--- config.mk ---
export PLATFORM = sky130hd
export DESIGN_NAME = csr_rmw_unit
export DESIGN_NICKNAME = d
export VERILOG_FILES = /design/src/rtl/csr_rmw_pkg.sv /design/src/rtl/csr_addr_decode.sv /design/src/rtl/csr_mask_gen.sv /design/src/rtl/csr_regfile.sv /design/src/rtl/csr_rmw_unit.sv
export SDC_FILE = /design/constraint.sdc
export NUM_CORES = 1
export LEC_CHECK = 0
export BUFFER_PORTS_ARGS = -buffer_cell sky130_fd_sc_hd__clkbuf_2
export CAP_MARGIN = 40
export CORE_ASPECT_RATIO = 0.9
export CORE_MARGIN = 2
export CORE_UTILIZATION = 55
export CTS_CLUSTER_SIZE = 20
export DETAILED_ROUTE_END_ITERATION = 16
export PLACE_DENSITY = 0.83
export SETUP_SLACK_MARGIN = 0.5
export SYNTH_ARGS = -nofsm -noshare
export SYNTH_HDL_FRONTEND = slang
export SYNTH_SLANG_ARGS = --single-unit
--- constraint.sdc ---
create_clock -name clk -period 6.2 [get_ports clk]
set_clock_uncertainty 0.2 [all_clocks]
set_input_delay 0.31 -clock clk [delete_from_list [all_inputs] [get_ports clk]]
set_output_delay 0.31 -clock clk [all_outputs]
set_load 0.02 [all_outputs]
--- src/rtl/csr_rmw_pkg.sv ---
package csr_rmw_pkg;

  typedef enum logic [1:0] {
    OP_NONE  = 2'd0,
    OP_SWAP  = 2'd1,
    OP_SET   = 2'd2,
    OP_CLEAR = 2'd3
  } csr_op_e;

  localparam logic [1:0] RO_REGION = 2'b11;

  // Reset image of register idx in the list
  function automatic logic [31:0] seed_word(input int unsigned idx);
    return 32'h11111111 * 32'(idx + 1);
  endfunction

endpackage

--- src/rtl/csr_addr_decode.sv ---
module csr_addr_decode #(
  parameter int NUM_REGS = 8,
  parameter int IDX_W = 3,
  parameter logic [NUM_REGS-1:0][11:0] CSR_ADDRS = '0
) (
  input  logic [11:0]      addr,
  output logic             hit,
  output logic [IDX_W-1:0] idx
);

  logic [NUM_REGS-1:0] match;

  for (genvar g = 0; g < NUM_REGS; g++) begin : g_match
    assign match[g] = (addr == CSR_ADDRS[g]);
  end

  always_comb begin
    idx = '0;
    for (int i = 0; i < NUM_REGS; i++) begin
      if (match[i]) idx = IDX_W'(i);
    end
  end

  assign hit = |match;

endmodule

--- src/rtl/csr_mask_gen.sv ---
module csr_mask_gen
  import csr_rmw_pkg::*;
#(
  parameter int XLEN = 32
) (
  input  csr_op_e          op,
  input  logic [XLEN-1:0]  src,
  input  logic             rs_nz,
  output logic [XLEN-1:0]  wdata,
  output logic [XLEN-1:0]  wmask,
  output logic             op_ok
);

  always_comb begin
    wdata = '0;
    wmask = '0;
    op_ok = 1'b1;
    unique case (op)
      OP_SWAP: begin
        wdata = src;
        wmask = '1;
      end
      OP_SET: begin
        wdata = '1;
        wmask = rs_nz ? src : '0;
      end
      OP_CLEAR: begin
        wdata = '0;
        wmask = rs_nz ? src : '0;
      end
      default: op_ok = 1'b0;
    endcase
  end

endmodule

--- src/rtl/csr_regfile.sv ---
module csr_regfile
  import csr_rmw_pkg::*;
#(
  parameter int XLEN = 32,
  parameter int NUM_REGS = 8,
  parameter int IDX_W = 3
) (
  input  logic             clk,
  input  logic             rst_n,
  input  logic [IDX_W-1:0] idx,
  output logic [XLEN-1:0]  rd_data,
  input  logic             wr_en,
  input  logic [XLEN-1:0]  wr_data,
  input  logic [XLEN-1:0]  wr_mask
);

  logic [NUM_REGS-1:0][XLEN-1:0] q;
  logic [NUM_REGS-1:0][XLEN-1:0] nxt;

  for (genvar g = 0; g < NUM_REGS; g++) begin : g_cell
    assign nxt[g] = (wr_en && idx == IDX_W'(g))
                  ? ((q[g] & ~wr_mask) | (wr_data & wr_mask))
                  : q[g];
  end

  always_ff @(posedge clk or negedge rst_n) begin
    if (!rst_n) begin
      for (int i = 0; i < NUM_REGS; i++) q[i] <= XLEN'(seed_word(i));
    end else begin
      q <= nxt;
    end
  end

  assign rd_data = q[idx];

  // without a write strobe no register moves
  assert_hold_without_write_R4: assert property (@(posedge clk) disable iff (!rst_n)
    !wr_en |=> $stable(q));

endmodule

--- src/rtl/csr_rmw_unit.sv ---
module csr_rmw_unit
  import csr_rmw_pkg::*;
#(
  parameter int XLEN = 32,
  parameter int NUM_REGS = 8,
  parameter logic [NUM_REGS-1:0][11:0] CSR_ADDRS = {
    12'hF11, 12'hC00, 12'h340, 12'h300, 12'h140, 12'h100, 12'h001, 12'h000}
) (
  input  logic            clk,
  input  logic            rst_n,
  input  logic            req_valid,
  output logic            req_ready,
  input  logic [1:0]      req_op,
  input  logic [11:0]     req_addr,
  input  logic [XLEN-1:0] req_src,
  input  logic            req_rs_nz,
  input  logic [1:0]      req_priv,
  output logic            rsp_valid,
  input  logic            rsp_ready,
  output logic [XLEN-1:0] rsp_data,
  output logic            rsp_trap
);

  localparam int IDX_W = (NUM_REGS > 1) ? $clog2(NUM_REGS) : 1;

  logic             dec_hit;
  logic [IDX_W-1:0] dec_idx;
  logic [XLEN-1:0]  wr_data, wr_mask, old_val;
  logic             op_ok, priv_low, ro_block, illegal, accept, wr_en;

  csr_addr_decode #(.NUM_REGS(NUM_REGS), .IDX_W(IDX_W), .CSR_ADDRS(CSR_ADDRS)) u_dec (
    .addr(req_addr), .hit(dec_hit), .idx(dec_idx));

  csr_mask_gen #(.XLEN(XLEN)) u_mask (
    .op(csr_op_e'(req_op)), .src(req_src), .rs_nz(req_rs_nz),
    .wdata(wr_data), .wmask(wr_mask), .op_ok(op_ok));

  csr_regfile #(.XLEN(XLEN), .NUM_REGS(NUM_REGS), .IDX_W(IDX_W)) u_rf (
    .clk(clk), .rst_n(rst_n), .idx(dec_idx), .rd_data(old_val),
    .wr_en(wr_en), .wr_data(wr_data), .wr_mask(wr_mask));

  assign req_ready = !rsp_valid || rsp_ready;
  assign accept    = req_valid && req_ready;
  assign priv_low  = req_priv < req_addr[9:8];
  assign ro_block  = (req_addr[11:10] == RO_REGION) && (|wr_mask);
  assign illegal   = !dec_hit || !op_ok || priv_low || ro_block;
  assign wr_en     = accept && !illegal && (|wr_mask);

  always_ff @(posedge clk or negedge rst_n) begin
    if (!rst_n) begin
      rsp_valid <= 1'b0;
      rsp_data  <= '0;
      rsp_trap  <= 1'b0;
    end else if (accept) begin
      rsp_valid <= 1'b1;
      rsp_data  <= illegal ? '0 : old_val;
      rsp_trap  <= illegal;
    end else if (rsp_ready) begin
      rsp_valid <= 1'b0;
    end
  end

  assert_resp_follows_accept_R9: assert property (@(posedge clk) disable iff (!rst_n)
    (req_valid && req_ready) |=> rsp_valid);

  assert_resp_held_R9: assert property (@(posedge clk) disable iff (!rst_n)
    (rsp_valid && !rsp_ready) |=> (rsp_valid && $stable(rsp_data) && $stable(rsp_trap)));

  assert_priv_trap_R6: assert property (@(posedge clk) disable iff (!rst_n)
    (req_valid && req_ready && (req_priv < req_addr[9:8])) |=> rsp_trap);

  assert_ro_trap_R7: assert property (@(posedge clk) disable iff (!rst_n)
    (req_valid && req_ready && req_addr[11:10] == 2'b11 && wr_mask != '0) |=> rsp_trap);

  assert_unimpl_trap_R8: assert property (@(posedge clk) disable iff (!rst_n)
    (req_valid && req_ready && !dec_hit) |=> (rsp_trap && rsp_data == '0));

endmodule

## Word level (Yosys, flattened, before mapping)

Cells that the tools add are included.

- Register bits: 290
- Output and inout port bits: 35
- Word-level logic and storage cells: 92

- $lt $le $gt $ge: 2
- Eq/ne operators: 18
- Muxes and demuxes: 16
- Bitwise gates (word level): 18
- Reduce and logical (&&, ||, !) cells: 27

Operator list:

| cell | count |
|---|---|
| $and 32x32->32 | 9 |
| $or 32x32->32 | 8 |
| $pmux 32 s2 | 2 |
| $bmux 32 s3 | 1 |
| $mux 32 | 3 |
| $not 32->32 | 1 |
| $reduce_or 32->1 | 1 |
| $eq 12x10->1 const B | 2 |
| $eq 12x12->1 const B | 2 |
| $eq 12x9->1 const B | 2 |
| $eq 12x1->1 const B | 1 |
| $eq 3x3->1 const B | 4 |
| $logic_and 1x1->1 | 12 |
| $logic_not 12->1 | 1 |
| $mux 3 | 4 |
| $reduce_or 8->1 | 1 |
| $eq 2x2->1 const B | 3 |
| $eq 3x2->1 const B | 2 |
| $logic_not 1->1 | 4 |
| $logic_or 1x1->1 | 4 |
| $lt 3x4->1 const B | 1 |
| $mux 1 | 4 |
| $mux 2 | 2 |
| $eq 3x1->1 const B | 1 |
| 6 further kinds | 6 |

## Logic depth before layout (Yosys ltp)

- Depth after elaboration: 11
- Depth in mapped cells: 10
- Depth with buffers taken out: 6

## Modules after synthesis

From an unflattened synthesis, not the netlist that was laid out.

- Cell total of the unflattened synthesis: 1335
- Area total of the unflattened synthesis: 15494.9 um2

By module, submodules not included:

| module | times used | cells each | area an instance (um2) |
|---|---|---|---|
| csr_regfile | 1 | 1093 | 13145.1 |
| csr_rmw_unit | 1 | 101 | 1418.9 |
| csr_mask_gen | 1 | 121 | 792.0 |
| csr_addr_decode | 1 | 20 | 138.9 |

## Least setup slack after synthesis

Ideal clock, no wire load.

- Path type: input to register
- Start point: in req_addr[4]
- End point: reg (tool-made name)
- Arrival: 2.845 ns
- Data required time: 5.875 ns
- Setup slack: 3.030 ns
- Stages: 10
- Path buffers: 5
- Cells stage by stage: or3_1 buf_2 or3_1 buf_2 or4b_1 buf_2 buf_6 buf_2 a211oi_1 mux2_2

RTL lines:

| item | RTL line | source |
|---|---|---|
| start, declared | csr_rmw_unit.sv:14 | `input logic [11:0] req_addr,` |

==> flow_summary.html <==
<table>
<tr><th>Metric</th><th>Value</th></tr>
<tr><th colspan="2">Route</th></tr>
<tr><td>Total number of vias</td><td>14,161</td></tr>
<tr><td>Residual DRC count</td><td>0</td></tr>
<tr><td>Antenna violation net count after detailed routing</td><td>0</td></tr>
<tr><td>DR iter-0 viols</td><td>1,715</td></tr>
<tr><td>Wire length reported by the detailed router</td><td>50,700 um</td></tr>
<tr><td>Length of the first detailed-routing pass in iterations</td><td>5</td></tr>
<tr><td>Routed wirelength normalized by instance count</td><td>25.4 um</td></tr>
<tr><td>DR vias/cell</td><td>7.11</td></tr>
<tr><th colspan="2">Synthesis</th></tr>
<tr><td>Flip-flop and latch count after synthesis</td><td>290</td></tr>
<tr><td>YS warnings</td><td>0</td></tr>
<tr><td>Post-synth EDFFs</td><td>0</td></tr>
<tr><td>Top cells by area, synth</td><td>sky130_fd_sc_hd__dfrtp_1 28%, sky130_fd_sc_hd__dfstp_2 16%, sky130_fd_sc_hd__mux2_2 9.8%</td></tr>
<tr><td>Combined area of all synthesized cells</td><td>16,900 um2</td></tr>
<tr><td>Cells after synthesis</td><td>1,640</td></tr>
<tr><td>Fraction of synthesis flops using an asynchronous set or reset pin</td><td>100%</td></tr>
<tr><td>Most used DFF post-synth</td><td>sky130_fd_sc_hd__dfrtp_1</td></tr>
<tr><td>Share of the synthesized area in the top cell type</td><td>27.6%</td></tr>
<tr><td>Post-synthesis area per instance</td><td>10.3 um2</td></tr>
<tr><td>Sequential area share after synthesis</td><td>43.7%</td></tr>
<tr><td>Top post-synthesis cells by count</td><td>219 x sky130_fd_sc_hd__clkbuf_1, 186 x sky130_fd_sc_hd__dfrtp_1, 149 x sky130_fd_sc_hd__o211ai_1, 147 x sky130_fd_sc_hd__mux2_2, 121 x sky130_fd_sc_hd__inv_1</td></tr>
<tr><td>Syn_nets</td><td>1,697</td></tr>
<tr><td>Count of distinct cell types in the synthesized netlist</td><td>52</td></tr>
<tr><td>Dominant cell by count in the synthesized netlist</td><td>sky130_fd_sc_hd__clkbuf_1</td></tr>
<tr><td>Library cell occupying the most area in the post-synthesis netlist</td><td>sky130_fd_sc_hd__dfrtp_1</td></tr>
<tr><th colspan="2">Critical path</th></tr>
<tr><td>Most used cell along the critical path</td><td>sky130_fd_sc_hd__buf_4</td></tr>
<tr><td>Worst setup EP type</td><td>flop</td></tr>
<tr><td>Worst-path maximum fanout</td><td>63</td></tr>
<tr><td>CP startpoint kind</td><td>input pin</td></tr>
<tr><td>Peak per-stage delay on the critical path</td><td>0.86 ns</td></tr>
<tr><td>Worst Path Required</td><td>6.50 ns</td></tr>
<tr><td>Arrival time reported for the critical path endpoint</td><td>4.35 ns</td></tr>
<tr><td>Category of the most critical setup path</td><td>in2reg</td></tr>
<tr><td>Critical-path cell list</td><td>clkbuf_2 -&gt; or3_1 -&gt; or3_2 -&gt; buf_4 -&gt; or4b_4 -&gt; buf_16 -&gt; buf_4 -&gt; a2111oi_0 -&gt; mux2_2</td></tr>
<tr><td>Slowest cell on crit path</td><td>sky130_fd_sc_hd__or4b_4</td></tr>
<tr><th colspan="2">Global routing</th></tr>
<tr><td>Met1 usage</td><td>42.6%</td></tr>
<tr><td>Wire length of the first global-routing pass</td><td>80,400 um</td></tr>
<tr><td>Overall global routing resource usage</td><td>31.4%</td></tr>
<tr><td>Vias in the first global route</td><td>14,232</td></tr>
<tr><td>Most crowded layer after global routing</td><td>met2</td></tr>
<tr><td>Pin count of the biggest net entering global routing</td><td>188</td></tr>
<tr><td>Met3 usage</td><td>7.34%</td></tr>
<tr><td>Number of antenna violations at the first check in global routing</td><td>4</td></tr>
<tr><td>Global-route congestion overflow total</td><td>0</td></tr>
<tr><td>Global-route met2 utilization</td><td>48.3%</td></tr>
<tr><th colspan="2">Timing</th></tr>
<tr><td>Achievable clock frequency</td><td>0.247 GHz</td></tr>
<tr><td>Fraction of the cycle the final worst path needs</td><td>65.4%</td></tr>
<tr><td>Final setup violating endpoints</td><td>0</td></tr>
<tr><td>Relative max-transition margin</td><td>32.1%</td></tr>
<tr><td>Setup TNS</td><td>0 ns</td></tr>
<tr><td>Number of pins exceeding their max-slew limit in the final report</td><td>0</td></tr>
<tr><td>Final worst path period need</td><td>4.06 ns</td></tr>
<tr><td>Least-Margin Pin Slew</td><td>1.02 ns</td></tr>
<tr><td>Worst-case hold slack</td><td>0.0532 ns</td></tr>
<tr><td>Final hold violations</td><td>0</td></tr>
<tr><td>Unrepaired setup endpoints after global routing</td><td>false</td></tr>
<tr><th colspan="2">Power and ir drop</th></tr>
<tr><td>Clock group share of total power</td><td>45.3%</td></tr>
<tr><td>Total power draw</td><td>4.06 mW</td></tr>
<tr><td>IR Drop Worst-Case VDD</td><td>0.185 mV</td></tr>
<tr><td>Internal power</td><td>3.05 mW</td></tr>
<tr><td>Power share of the sequential group</td><td>46.8%</td></tr>
<tr><td>Ratio of total power to cell area</td><td>219 nW/um2</td></tr>
<tr><td>Comb pwr share</td><td>7.9%</td></tr>
<tr><td>Sw frac</td><td>24.9%</td></tr>
<tr><td>Switching component of the power</td><td>1.01 mW</td></tr>
<tr><td>LEAKAGE</td><td>7.07 nW</td></tr>
<tr><th colspan="2">CTS</th></tr>
<tr><td>CTS tree</td><td>built</td></tr>
<tr><td>Clock sinks</td><td>290</td></tr>
<tr><td>Maximum clock path buffer count</td><td>3</td></tr>
<tr><td>Hold buffer count at cts</td><td>3</td></tr>
<tr><td>Clock root cell</td><td>sky130_fd_sc_hd__clkbuf_16</td></tr>
<tr><td>H-tree level count</td><td>1</td></tr>
<tr><td>TritonCTS buffer count</td><td>30</td></tr>
<tr><td>Later-pin clock latency in the skew report</td><td>0.57 ns</td></tr>
<tr><td>Clock transition at the registers of the reported paths</td><td>0.06 ns</td></tr>
<tr><td>Post-CTS sizing</td><td>0</td></tr>
<tr><td>Post-CTS repair timing setup buffer count</td><td>0</td></tr>
<tr><th colspan="2">Die</th></tr>
<tr><td>Die Y-Extent</td><td>170 um</td></tr>
<tr><td>Overall die area</td><td>32,100 um2</td></tr>
<tr><td>I/O pins</td><td>88</td></tr>
<tr><td>Area of the core region</td><td>30,000 um2</td></tr>
<tr><td>Horizontal die dimension</td><td>189 um</td></tr>
<tr><td>Effective utilization at floorplan</td><td>56.3%</td></tr>
<tr><td>FP Rows</td><td>60</td></tr>
<tr><th colspan="2">Status</th></tr>
<tr><td>Result of the run</td><td>completed</td></tr>
<tr><th colspan="2">Placed design</th></tr>
<tr><td>Port Buffer Count</td><td>87</td></tr>
<tr><td>Detailed-placement wirelength estimate</td><td>28,000 um</td></tr>
<tr><td>Placed insts</td><td>1,933</td></tr>
<tr><td>Weighted congestion reported at the end of routability-driven placement</td><td>0.859</td></tr>
<tr><th colspan="2">Final layout</th></tr>
<tr><td>Signed area change from the synthesized netlist to the final layout</td><td>9.42%</td></tr>
<tr><td>Final core utilization</td><td>61.6%</td></tr>
<tr><td>Non-Filler Instances</td><td>1,993</td></tr>
<tr><td>Fraction of final layout cells with drive strength greater than 1</td><td>35.4%</td></tr>
<tr><td>Final-stage net count</td><td>1,622</td></tr>
<tr><td>Filler instances</td><td>2,330</td></tr>
<tr><th colspan="2">Run</th></tr>
<tr><td>Max-cap viol count</td><td>0</td></tr>
<tr><th colspan="2">Min path</th></tr>
<tr><td>Type of the most critical hold path</td><td>in2reg</td></tr>
</table>
-- placed cells by master, fill, tap and decap left out, types with 45 or more instances in the layout --
cell type,netlist,final
sky130_fd_sc_hd__clkbuf_2,0,86
sky130_fd_sc_hd__or2_2,66,66
sky130_fd_sc_hd__dfrtp_1,186,186
sky130_fd_sc_hd__nor4_1,74,74
sky130_fd_sc_hd__a21oi_1,69,69
sky130_fd_sc_hd__dfstp_2,104,104
sky130_fd_sc_hd__mux2_1,45,45
sky130_fd_sc_hd__a2111oi_2,54,54
sky130_fd_sc_hd__inv_1,121,121
sky130_fd_sc_hd__a211oi_1,70,70
sky130_fd_sc_hd__mux2_2,147,147
sky130_fd_sc_hd__a21o_1,48,48
sky130_fd_sc_hd__o211ai_1,149,149
-- routing by layer --
metal	vias to the layer above	share of wire [%]
met5	-	0.053
met4	4	4.1
met3	193	11
met2	967	44
met1	7000	40
li1	5997	-
-- stage by stage --
| step | setup slack, ns | instance area, um2 |
|---|---|---|
| final | 2.14 | 18500 |
| after global placement | 1.63 | 17300 |
| after detailed placement | 1.58 | 17500 |
| after floorplan | 3.03 | 16900 |
| after CTS | 2.16 | 18500 |
| after global routing | 1.94 | 18500 |
-- final cells by class --
cell class                 count  area, um2  area share [%]
multi-input combinational    993       8260            44.7
antenna                        1       2.50          0.0135
clock buffer                  47        866            4.68
timing repair buffer         129        893            4.83
inverter                     121        454            2.46
clock inverter                 9        120           0.650
sequential                   290       7390            40.0
tap                          403        504            2.73
-- worst paths after layout --
check	from	end	slack (ns)	cells after the start
setup / recovery	req_addr[4]	flop	2.14	9
hold / removal	req_addr[2]	rsp_trap$_DFFE_PN0P_	0.05	5
setup reg to reg	rsp_valid$_DFFE_PN0P_	flop	2.85	7
hold reg to reg	flop	flop	0.16	0
max in group asynchronous	rst_n	asynchronous set/reset pin	4.21	3
min in group asynchronous	rst_n	asynchronous set/reset pin	0.14	2
-- power by group through the flow --
stage / sequential [mW] / combinational [mW] / clock, mW
after floorplan: 1.93 / 0.164 / 0
after global placement: 1.93 / 0.298 / 0
after detailed placement: 1.93 / 0.309 / 0
after CTS: 1.90 / 0.312 / 1.85
after global routing: 1.90 / 0.343 / 1.93
final: 1.90 / 0.322 / 1.84
-- logic make-up (layout without fill, tap and decap cells) --
family / after synthesis / after routing / synth area share [%]
DFF: 290 / 290 / 43.7
adders and majority gates: 4 / 4 / 0.296
muxes: 192 / 192 / 12.8
AOI/OAI and AO/OA: 514 / 514 / 24.5
buffers and inverters: 357 / 306 / 8.15
other: 0 / 1 / 0
and+or+nand+nor: 283 / 283 / 10.5
-- worst max-delay path, delay by kind of cell --
family          cells  cell delay, ns
mux                 1            0.39
buf+inv             4            1.16
compound gates      1            0.53
simple gates        3            1.92
Note: power is estimated with default switching activity, not from simulation.
